--- src/rtl/tdfe_pkg.sv ---
package tdfe_pkg;
  localparam int OWN_B   = 31;
  localparam int LS_B    = 30;
  localparam int FS_B    = 29;
  localparam int SETUP_B = 27;
  localparam int EOR_B   = 25;
  localparam int ES_B    = 15;
  localparam int TXEN_B  = 13;

  localparam logic [1:0] SEL_BASE = 2'd0;
  localparam logic [1:0] SEL_POLL = 2'd1;
  localparam logic [1:0] SEL_MODE = 2'd2;

  typedef enum logic [3:0] {
    ST_IDLE, ST_FETCH, ST_STS, ST_CTL, ST_BUF, ST_RDW, ST_CAP, ST_EMIT, ST_WB
  } tx_state_e;

  // pick byte lane of a little-endian word
  function automatic logic [7:0] lane_byte(input logic [31:0] w, input logic [1:0] lane);
    return w[{lane, 3'b000} +: 8];
  endfunction

  // status word written back on completion
  function automatic logic [31:0] completion_word(input logic err);
    logic [31:0] r;
    r = '0;
    r[ES_B] = err;
    return r;
  endfunction
endpackage

--- src/rtl/tdfe_regs.sv ---
module tdfe_regs #(
  parameter int AW = 10
) (
  input  logic          clk,
  input  logic          rst_n,
  input  logic          reg_wr,
  input  logic [1:0]    reg_sel,
  input  logic [31:0]   reg_wdata,
  output logic [AW-1:0] ring_base,
  output logic          tx_en,
  output logic          poll_req,
  output logic          base_wr
);
  import tdfe_pkg::*;

  logic unused_wdata;
  assign unused_wdata = ^reg_wdata;

  always_comb begin
    poll_req = reg_wr && (reg_sel == SEL_POLL);
    base_wr  = reg_wr && (reg_sel == SEL_BASE);
  end

  always_ff @(posedge clk) begin
    if (!rst_n) begin
      ring_base <= '0;
      tx_en     <= 1'b0;
    end else begin
      if (base_wr) ring_base <= reg_wdata[AW-1:0];
      if (reg_wr && reg_sel == SEL_MODE) tx_en <= reg_wdata[TXEN_B];
    end
  end
endmodule

--- src/rtl/tdfe_ring_ptr.sv ---
module tdfe_ring_ptr #(
  parameter int AW         = 10,
  parameter int DESC_WORDS = 4
) (
  input  logic          clk,
  input  logic          rst_n,
  input  logic          load,
  input  logic [AW-1:0] load_val,
  input  logic [AW-1:0] base,
  input  logic          adv,
  input  logic          eor,
  output logic [AW-1:0] cur
);
  localparam logic [AW-1:0] STEP = AW'(DESC_WORDS);

  always_ff @(posedge clk) begin
    if (!rst_n)        cur <= '0;
    else if (load)     cur <= load_val;
    else if (adv)      cur <= eor ? base : cur + STEP;
  end

  // plain advance moves by one descriptor
  p_step_r8: assert property (@(posedge clk) disable iff (!rst_n)
    (adv && !eor && !load) |=> cur == $past(cur) + STEP);

  // end-of-ring returns to the ring base
  p_wrap_r9: assert property (@(posedge clk) disable iff (!rst_n)
    (adv && eor && !load) |=> cur == $past(base));

  // base load sets the pointer
  p_load_r10: assert property (@(posedge clk) disable iff (!rst_n)
    load |=> cur == $past(load_val));
endmodule

--- src/rtl/tdfe_byte_emit.sv ---
module tdfe_byte_emit (
  input  logic        emit,
  input  logic        setup,
  input  logic [31:0] word,
  input  logic [1:0]  lane,
  input  logic        first_b,
  input  logic        last_b,
  input  logic        fs,
  input  logic        ls,
  output logic        tx_valid,
  output logic [7:0]  tx_data,
  output logic        tx_first,
  output logic        tx_last,
  output logic        flt_valid,
  output logic [7:0]  flt_data
);
  import tdfe_pkg::*;

  logic [7:0] cur_byte;

  always_comb begin
    cur_byte  = lane_byte(word, lane);
    tx_valid  = emit && !setup;
    flt_valid = emit && setup;
    tx_data   = tx_valid ? cur_byte : 8'h00;
    flt_data  = flt_valid ? cur_byte : 8'h00;
    tx_first  = tx_valid && fs && first_b;
    tx_last   = tx_valid && ls && last_b;
  end
endmodule

--- src/rtl/tx_desc_fetch.sv ---
module tx_desc_fetch #(
  parameter int AW         = 10,
  parameter int COUNT_W    = 11,
  parameter int DESC_WORDS = 4,
  parameter int SETUP_LEN  = 192
) (
  input  logic          clk,
  input  logic          rst_n,
  input  logic          reg_wr,
  input  logic [1:0]    reg_sel,
  input  logic [31:0]   reg_wdata,
  output logic          mem_rd,
  output logic          mem_we,
  output logic [AW-1:0] mem_addr,
  output logic [31:0]   mem_wdata,
  input  logic [31:0]   mem_rdata,
  output logic          tx_valid,
  output logic [7:0]    tx_data,
  output logic          tx_first,
  output logic          tx_last,
  output logic          flt_valid,
  output logic [7:0]    flt_data
);
  import tdfe_pkg::*;

  localparam logic [COUNT_W-1:0] SETUP_CNT = COUNT_W'(SETUP_LEN);
  localparam logic [COUNT_W-1:0] ONE_CNT   = COUNT_W'(1);

  tx_state_e            state;
  logic [AW-1:0]        cur, ring_base;
  logic                 tx_en, poll_req, base_wr;
  logic                 fs_q, ls_q, setup_q, eor_q, err_q, first_q;
  logic [COUNT_W-1:0]   cnt_q, remain_q;
  logic [AW-1:0]        wptr;
  logic [31:0]          word_q;
  logic [1:0]           lane_q;

  // named internal events
  logic ev_start, ev_sw_owned, ev_done, ptr_load, desc_bad, emit;

  function automatic logic bad_length(input logic [COUNT_W-1:0] n, input logic is_setup);
    return (n == '0) || (is_setup && n != SETUP_CNT);
  endfunction

  assign ev_start    = (state == ST_IDLE) && poll_req && tx_en;
  assign ev_sw_owned = (state == ST_STS) && !mem_rdata[OWN_B];
  assign ev_done     = (state == ST_WB);
  assign ptr_load    = base_wr && (state == ST_IDLE);
  assign desc_bad    = bad_length(cnt_q, setup_q);
  assign emit        = (state == ST_EMIT);

  tdfe_regs #(.AW(AW)) u_regs (
    .clk(clk), .rst_n(rst_n), .reg_wr(reg_wr), .reg_sel(reg_sel),
    .reg_wdata(reg_wdata), .ring_base(ring_base), .tx_en(tx_en),
    .poll_req(poll_req), .base_wr(base_wr)
  );

  tdfe_ring_ptr #(.AW(AW), .DESC_WORDS(DESC_WORDS)) u_ptr (
    .clk(clk), .rst_n(rst_n), .load(ptr_load), .load_val(reg_wdata[AW-1:0]),
    .base(ring_base), .adv(ev_done), .eor(eor_q), .cur(cur)
  );

  tdfe_byte_emit u_emit (
    .emit(emit), .setup(setup_q), .word(word_q), .lane(lane_q),
    .first_b(first_q), .last_b(remain_q == ONE_CNT), .fs(fs_q), .ls(ls_q),
    .tx_valid(tx_valid), .tx_data(tx_data), .tx_first(tx_first),
    .tx_last(tx_last), .flt_valid(flt_valid), .flt_data(flt_data)
  );

  // memory request decode
  always_comb begin
    mem_rd    = 1'b0;
    mem_we    = 1'b0;
    mem_addr  = cur;
    mem_wdata = '0;
    case (state)
      ST_FETCH: mem_rd = 1'b1;
      ST_STS: if (mem_rdata[OWN_B]) begin
        mem_rd   = 1'b1;
        mem_addr = cur + AW'(1);
      end
      ST_CTL: begin
        mem_rd   = 1'b1;
        mem_addr = cur + AW'(2);
      end
      ST_RDW: begin
        mem_rd   = 1'b1;
        mem_addr = wptr;
      end
      ST_WB: begin
        mem_we    = 1'b1;
        mem_wdata = completion_word(err_q);
      end
      default: ;
    endcase
  end

  always_ff @(posedge clk) begin
    if (!rst_n) begin
      state    <= ST_IDLE;
      fs_q     <= 1'b0;
      ls_q     <= 1'b0;
      setup_q  <= 1'b0;
      eor_q    <= 1'b0;
      err_q    <= 1'b0;
      first_q  <= 1'b0;
      cnt_q    <= '0;
      remain_q <= '0;
      wptr     <= '0;
      word_q   <= '0;
      lane_q   <= '0;
    end else begin
      case (state)
        ST_IDLE:  if (ev_start) state <= ST_FETCH;
        ST_FETCH: state <= ST_STS;
        ST_STS:   state <= ev_sw_owned ? ST_IDLE : ST_CTL;
        ST_CTL: begin
          fs_q    <= mem_rdata[FS_B];
          ls_q    <= mem_rdata[LS_B];
          setup_q <= mem_rdata[SETUP_B];
          eor_q   <= mem_rdata[EOR_B];
          cnt_q   <= mem_rdata[COUNT_W-1:0];
          state   <= ST_BUF;
        end
        ST_BUF: begin
          wptr     <= mem_rdata[AW-1:0];
          remain_q <= cnt_q;
          lane_q   <= '0;
          first_q  <= 1'b1;
          err_q    <= desc_bad;
          state    <= desc_bad ? ST_WB : ST_RDW;
        end
        ST_RDW: state <= ST_CAP;
        ST_CAP: begin
          word_q <= mem_rdata;
          state  <= ST_EMIT;
        end
        ST_EMIT: begin
          first_q  <= 1'b0;
          remain_q <= remain_q - ONE_CNT;
          if (remain_q == ONE_CNT) begin
            state <= ST_WB;
          end else if (lane_q == 2'd3) begin
            lane_q <= '0;
            wptr   <= wptr + AW'(1);
            state  <= ST_RDW;
          end else begin
            lane_q <= lane_q + 2'd1;
          end
        end
        ST_WB:   state <= tx_en ? ST_FETCH : ST_IDLE;
        default: state <= ST_IDLE;
      endcase
    end
  end

  // poll while disabled leaves the engine suspended
  p_poll_off_r2: assert property (@(posedge clk) disable iff (!rst_n)
    (state == ST_IDLE && poll_req && !tx_en) |=> (state == ST_IDLE && !mem_rd));

  // software-owned descriptor suspends with the pointer unchanged
  p_own_back_r3: assert property (@(posedge clk) disable iff (!rst_n)
    ev_sw_owned |=> (state == ST_IDLE && $stable(cur)));

  // segment flags only on valid transmit bytes
  p_flags_r5: assert property (@(posedge clk) disable iff (!rst_n)
    (tx_first || tx_last) |-> tx_valid);

  // filter and transmit streams never overlap
  p_setup_r6: assert property (@(posedge clk) disable iff (!rst_n)
    $onehot0({tx_valid, flt_valid}));

  // an erroneous descriptor goes straight to write-back
  p_err_silent_r7: assert property (@(posedge clk) disable iff (!rst_n)
    (ev_done && err_q) |-> $past(state) == ST_BUF);

  // write-back always releases ownership
  p_wb_clear_r7: assert property (@(posedge clk) disable iff (!rst_n)
    mem_we |-> !mem_wdata[OWN_B]);

  // disabled engine suspends after the current completion
  p_stop_r11: assert property (@(posedge clk) disable iff (!rst_n)
    (ev_done && !tx_en) |=> state == ST_IDLE);
endmodule

--- config.mk ---
export PLATFORM = sky130hd
export DESIGN_NAME = tx_desc_fetch
export DESIGN_NICKNAME = d
export VERILOG_FILES = /design/src/rtl/tdfe_pkg.sv /design/src/rtl/tdfe_regs.sv /design/src/rtl/tdfe_ring_ptr.sv /design/src/rtl/tdfe_byte_emit.sv /design/src/rtl/tx_desc_fetch.sv
export SDC_FILE = /design/constraint.sdc
export NUM_CORES = 1
export LEC_CHECK = 0
export BUFFER_PORTS_ARGS = -buffer_cell sky130_fd_sc_hd__clkbuf_2
export CORE_MARGIN = 2
export CORE_UTILIZATION = 35
export DETAILED_ROUTE_END_ITERATION = 16
export MAX_ROUTING_LAYER = met4
export SLEW_MARGIN = 0
export SYNTH_ARGS = -nofsm -noshare
export SYNTH_HDL_FRONTEND = slang
export SYNTH_SLANG_ARGS = --single-unit
--- constraint.sdc ---
create_clock -name clk -period 1.7 [get_ports clk]
set_input_delay 0.17 -clock clk [delete_from_list [all_inputs] [get_ports clk]]
set_output_delay 0.17 -clock clk [all_outputs]
set_load 0.005 [all_outputs]
==> results.toml <==
[routing]
vias = 5664
dr.pass1.iters = 5
postRouteAntennaNets = 0
drt-initial-drc-count = 412
wl_per_cell_um = 16.4
routed_via_density = 5.37
wl_um = 17200
drc = 0

[sta]
skew_ps = 7.78
setup_tns_ps = -6850
slew_violations = 0
period_minus_slack_ps = 1960
setup_viol = 47
final.period_utilization_pct = 116
fmaxAchievable_ghz = 0.509
rsz0062_at_grt = "true"
finalHoldViolations = 0
worst_slack_ps = -264

[layout]
drive_gt1_share_pct = 36.4
ff_latch_area_um2 = 1980
layout.cells.non_filler = 1054
areaGrowthSynthToFinish_pct = 41.3
multi_input_area_um2 = 3570
fillCellCount = 1437
fin_nets = 937
n_antenna_cell = 0

[cts]
hold_buffers = 0
clk_pin_slew_ps = 70
root_buffer = "clkbuf_16"
htree_levels = 3
cts_tree = "built"
clk_latency_ps = 360
cts_num_sinks = 97
cts_buffers = 9
clockBufferDepth = 2

[synth]
synth_top_area_share_pct = 35.6
ys_ff_latch = 97
synth_top_area_cell = "dfxtp_1"
synth_edf_count = 0
syn-cell-area_um2 = 5450
ys_seq_area_share_pct = 35.6
synth_area_leaders = "dfxtp_1 (36%), nand2_1 (12%), a21oi_1 (7.3%)"
ys_dominant_reg_cell = "dfxtp_1"
avgSynthCellArea_um2 = 7.68
yosys_warnings = 0
synthCells = 710
postSynth.asyncResetShare_pct = 0
ys_types = 68

[floorplanning]
die_area_um2 = 16600
initial_core_util_pct = 35.9
die_y_um = 129
fp-row-count = 45
die_width_um = 129
io-pin-count = 133
core_area_um2 = 15200

[global_routing]
grt_pass1_wl_um = 26900
grt-ovfl-total = 0
grt_antenna_before_repair = 0
grt_max_degree = 79
grt_pass1_vias = 5294
grt_usage_pct = 21.1

[power]
p_sw_mw = 1.23
powerDensity_nw_per_um2 = 612
power.internal_mw = 3.48
swShare_pct = 26.1
p_clk_share_pct = 42.3
comb_power_share_pct = 8.6
power.leakage_nw = 2.99
vdd_drop_max_mv = 0.556
p_seq_share_pct = 49.1

[critical_path]
crit_type = "flop to primary output"
worstPathRequired_ps = 1530
worstPathArrival_ps = 1790
crit_chain = "buf_6, or3b_4, nor3_1, a221o_1, clkbuf_2"
worst_path_max_delay_cell = "or3b_4"
cp-end-kind = "primary output"
start_kind = "flop"
max_stage_delay_ps = 440
crit_fanout = 5

[run_status]
status = "complete, but fails checks"
violations = "negative setup slack"

[hold_path]
hold_class = "primary input to flop"

[placement]
dp_hpwl_um = 11600
numPortBuffers = 80
placed_cells = 1005
place.gp.congestion = 0.859

[flow_run]
cap_viol_max_count = 0
## flip-flops by register name, indices dropped and copies added, names as in the netlist
signal / cells
first_q: 1
u_ptr.cur: 10
state: 4
remain_q: 11
setup_q: 1
u_regs.tx_en: 1
lane_q: 2
err_q: 1
ls_q: 1
fs_q: 1
eor_q: 1
word_q: 32
u_regs.ring_base: 10
wptr: 10
cnt_q: 11
## synthesized netlist by cell type (all sizes together) (5+ instances only)
master  count
a21o        7
a21oi      80
a22oi       7
a31oi      16
and2        7
and3       20
buf        40
clkbuf     45
dfxtp      97
ha          7
inv        11
mux4        8
nand2     169
nand3      20
nand4       8
nor2       25
nor2b       5
nor3       10
nor4        6
o211ai     14
o21a        5
o21ai      21
o311ai      6
o32ai       6
## layer usage
layer,GRT usage (%),vias up,part of all wire [%]
met3,3.28,25,5.7
met2,31.7,172,46
met1,28.6,2675,46
met5,-,-,0
li1,-,2792,-
met4,7.93,0,1.9
## power groups by stage
stage | combinational [mW] | clock (mW) | sequential [mW]
after floorplan | 0.228 | 0 | 2.36
after global placement | 0.354 | 0 | 2.37
after detailed placement | 0.353 | 0 | 2.37
after CTS | 0.378 | 2.03 | 2.31
after global routing | 0.444 | 2.10 | 2.32
final | 0.404 | 2.00 | 2.31
## kinds of logic (layout without fill, tap and decap cells)
group	Yosys count	after routing	synth area share, %
mux	11	11	3.85
flops	97	97	35.6
xor+xnor	5	5	0.803
simple gates	300	301	26.4
buf+inv	96	221	8.88
compound gates	193	193	22.8
fa+ha+maj	7	7	1.61
other cells	1	31	0.0688
## final timing paths
check	start	endpoint	slack [ps]	cells after the start
max reg2reg	remain_q[9]	wptr[0]	-210	6
min	mem_rdata[14]	word_q[14]	30	3
max	state[1]	mem_addr[1]	-260	5
min reg2reg	fs_q	fs_q	450	2
## layout make-up
cell class              instances  share of cell area (%)
repair buffers                194                    20.6
well taps                     188                    3.05
inverters                      11                   0.617
clock buffers                   9                    2.92
flip-flops and latches         97                    25.6
multi-input cells             548                    46.4
clock inverters                 7                   0.763
## worst max-delay path, delay by kind of cell, from the launching register on
family | cells | cell delay [ps]
flops | 1 | 380
buf+inv | 2 | 230
compound gates | 1 | 160
simple gates | 2 | 670
## per-stage QoR
stage          area [um^2]  hold WS (ps)  utilization (%)  setup slack (ps)  power, mW
5_1_grt               7710          29.0             50.7              -331       4.86
2_1_floorplan         5580           306                -              -126       2.59
3_5_place_dp          6470           398             42.6              -206       2.72
4_1_cts               7300          16.9             48.0              -282       4.72
6_report              7710          26.1             50.7              -264       4.72
3_3_place_gp          6470           395             42.6              -185       2.72
## cell usage in the layout (no fill, tap or decap), drive strengths merged, types with 7 or more instances in the layout
cell	instances
nand4	8
nand3	20
and2	7
a22oi	7
mux4	8
o211ai	14
conb	31
dfxtp	97
clkbuf	79
nor3	10
ha	7
nor2	26
a21o	7
o21ai	21
a31oi	16
buf	124
inv	14
a21oi	80
nand2	169
and3	20
## what timing repair did
item | 4_1_cts | 5_1_grt
cloned | 2 | 2
endpoints found under the setup margin | 50 | 106
resized for setup | 90 | 71
pin swaps | 51 | 33
setup buffers | 21 | 11
No activity file was read; power rests on OpenSTA's default activity.
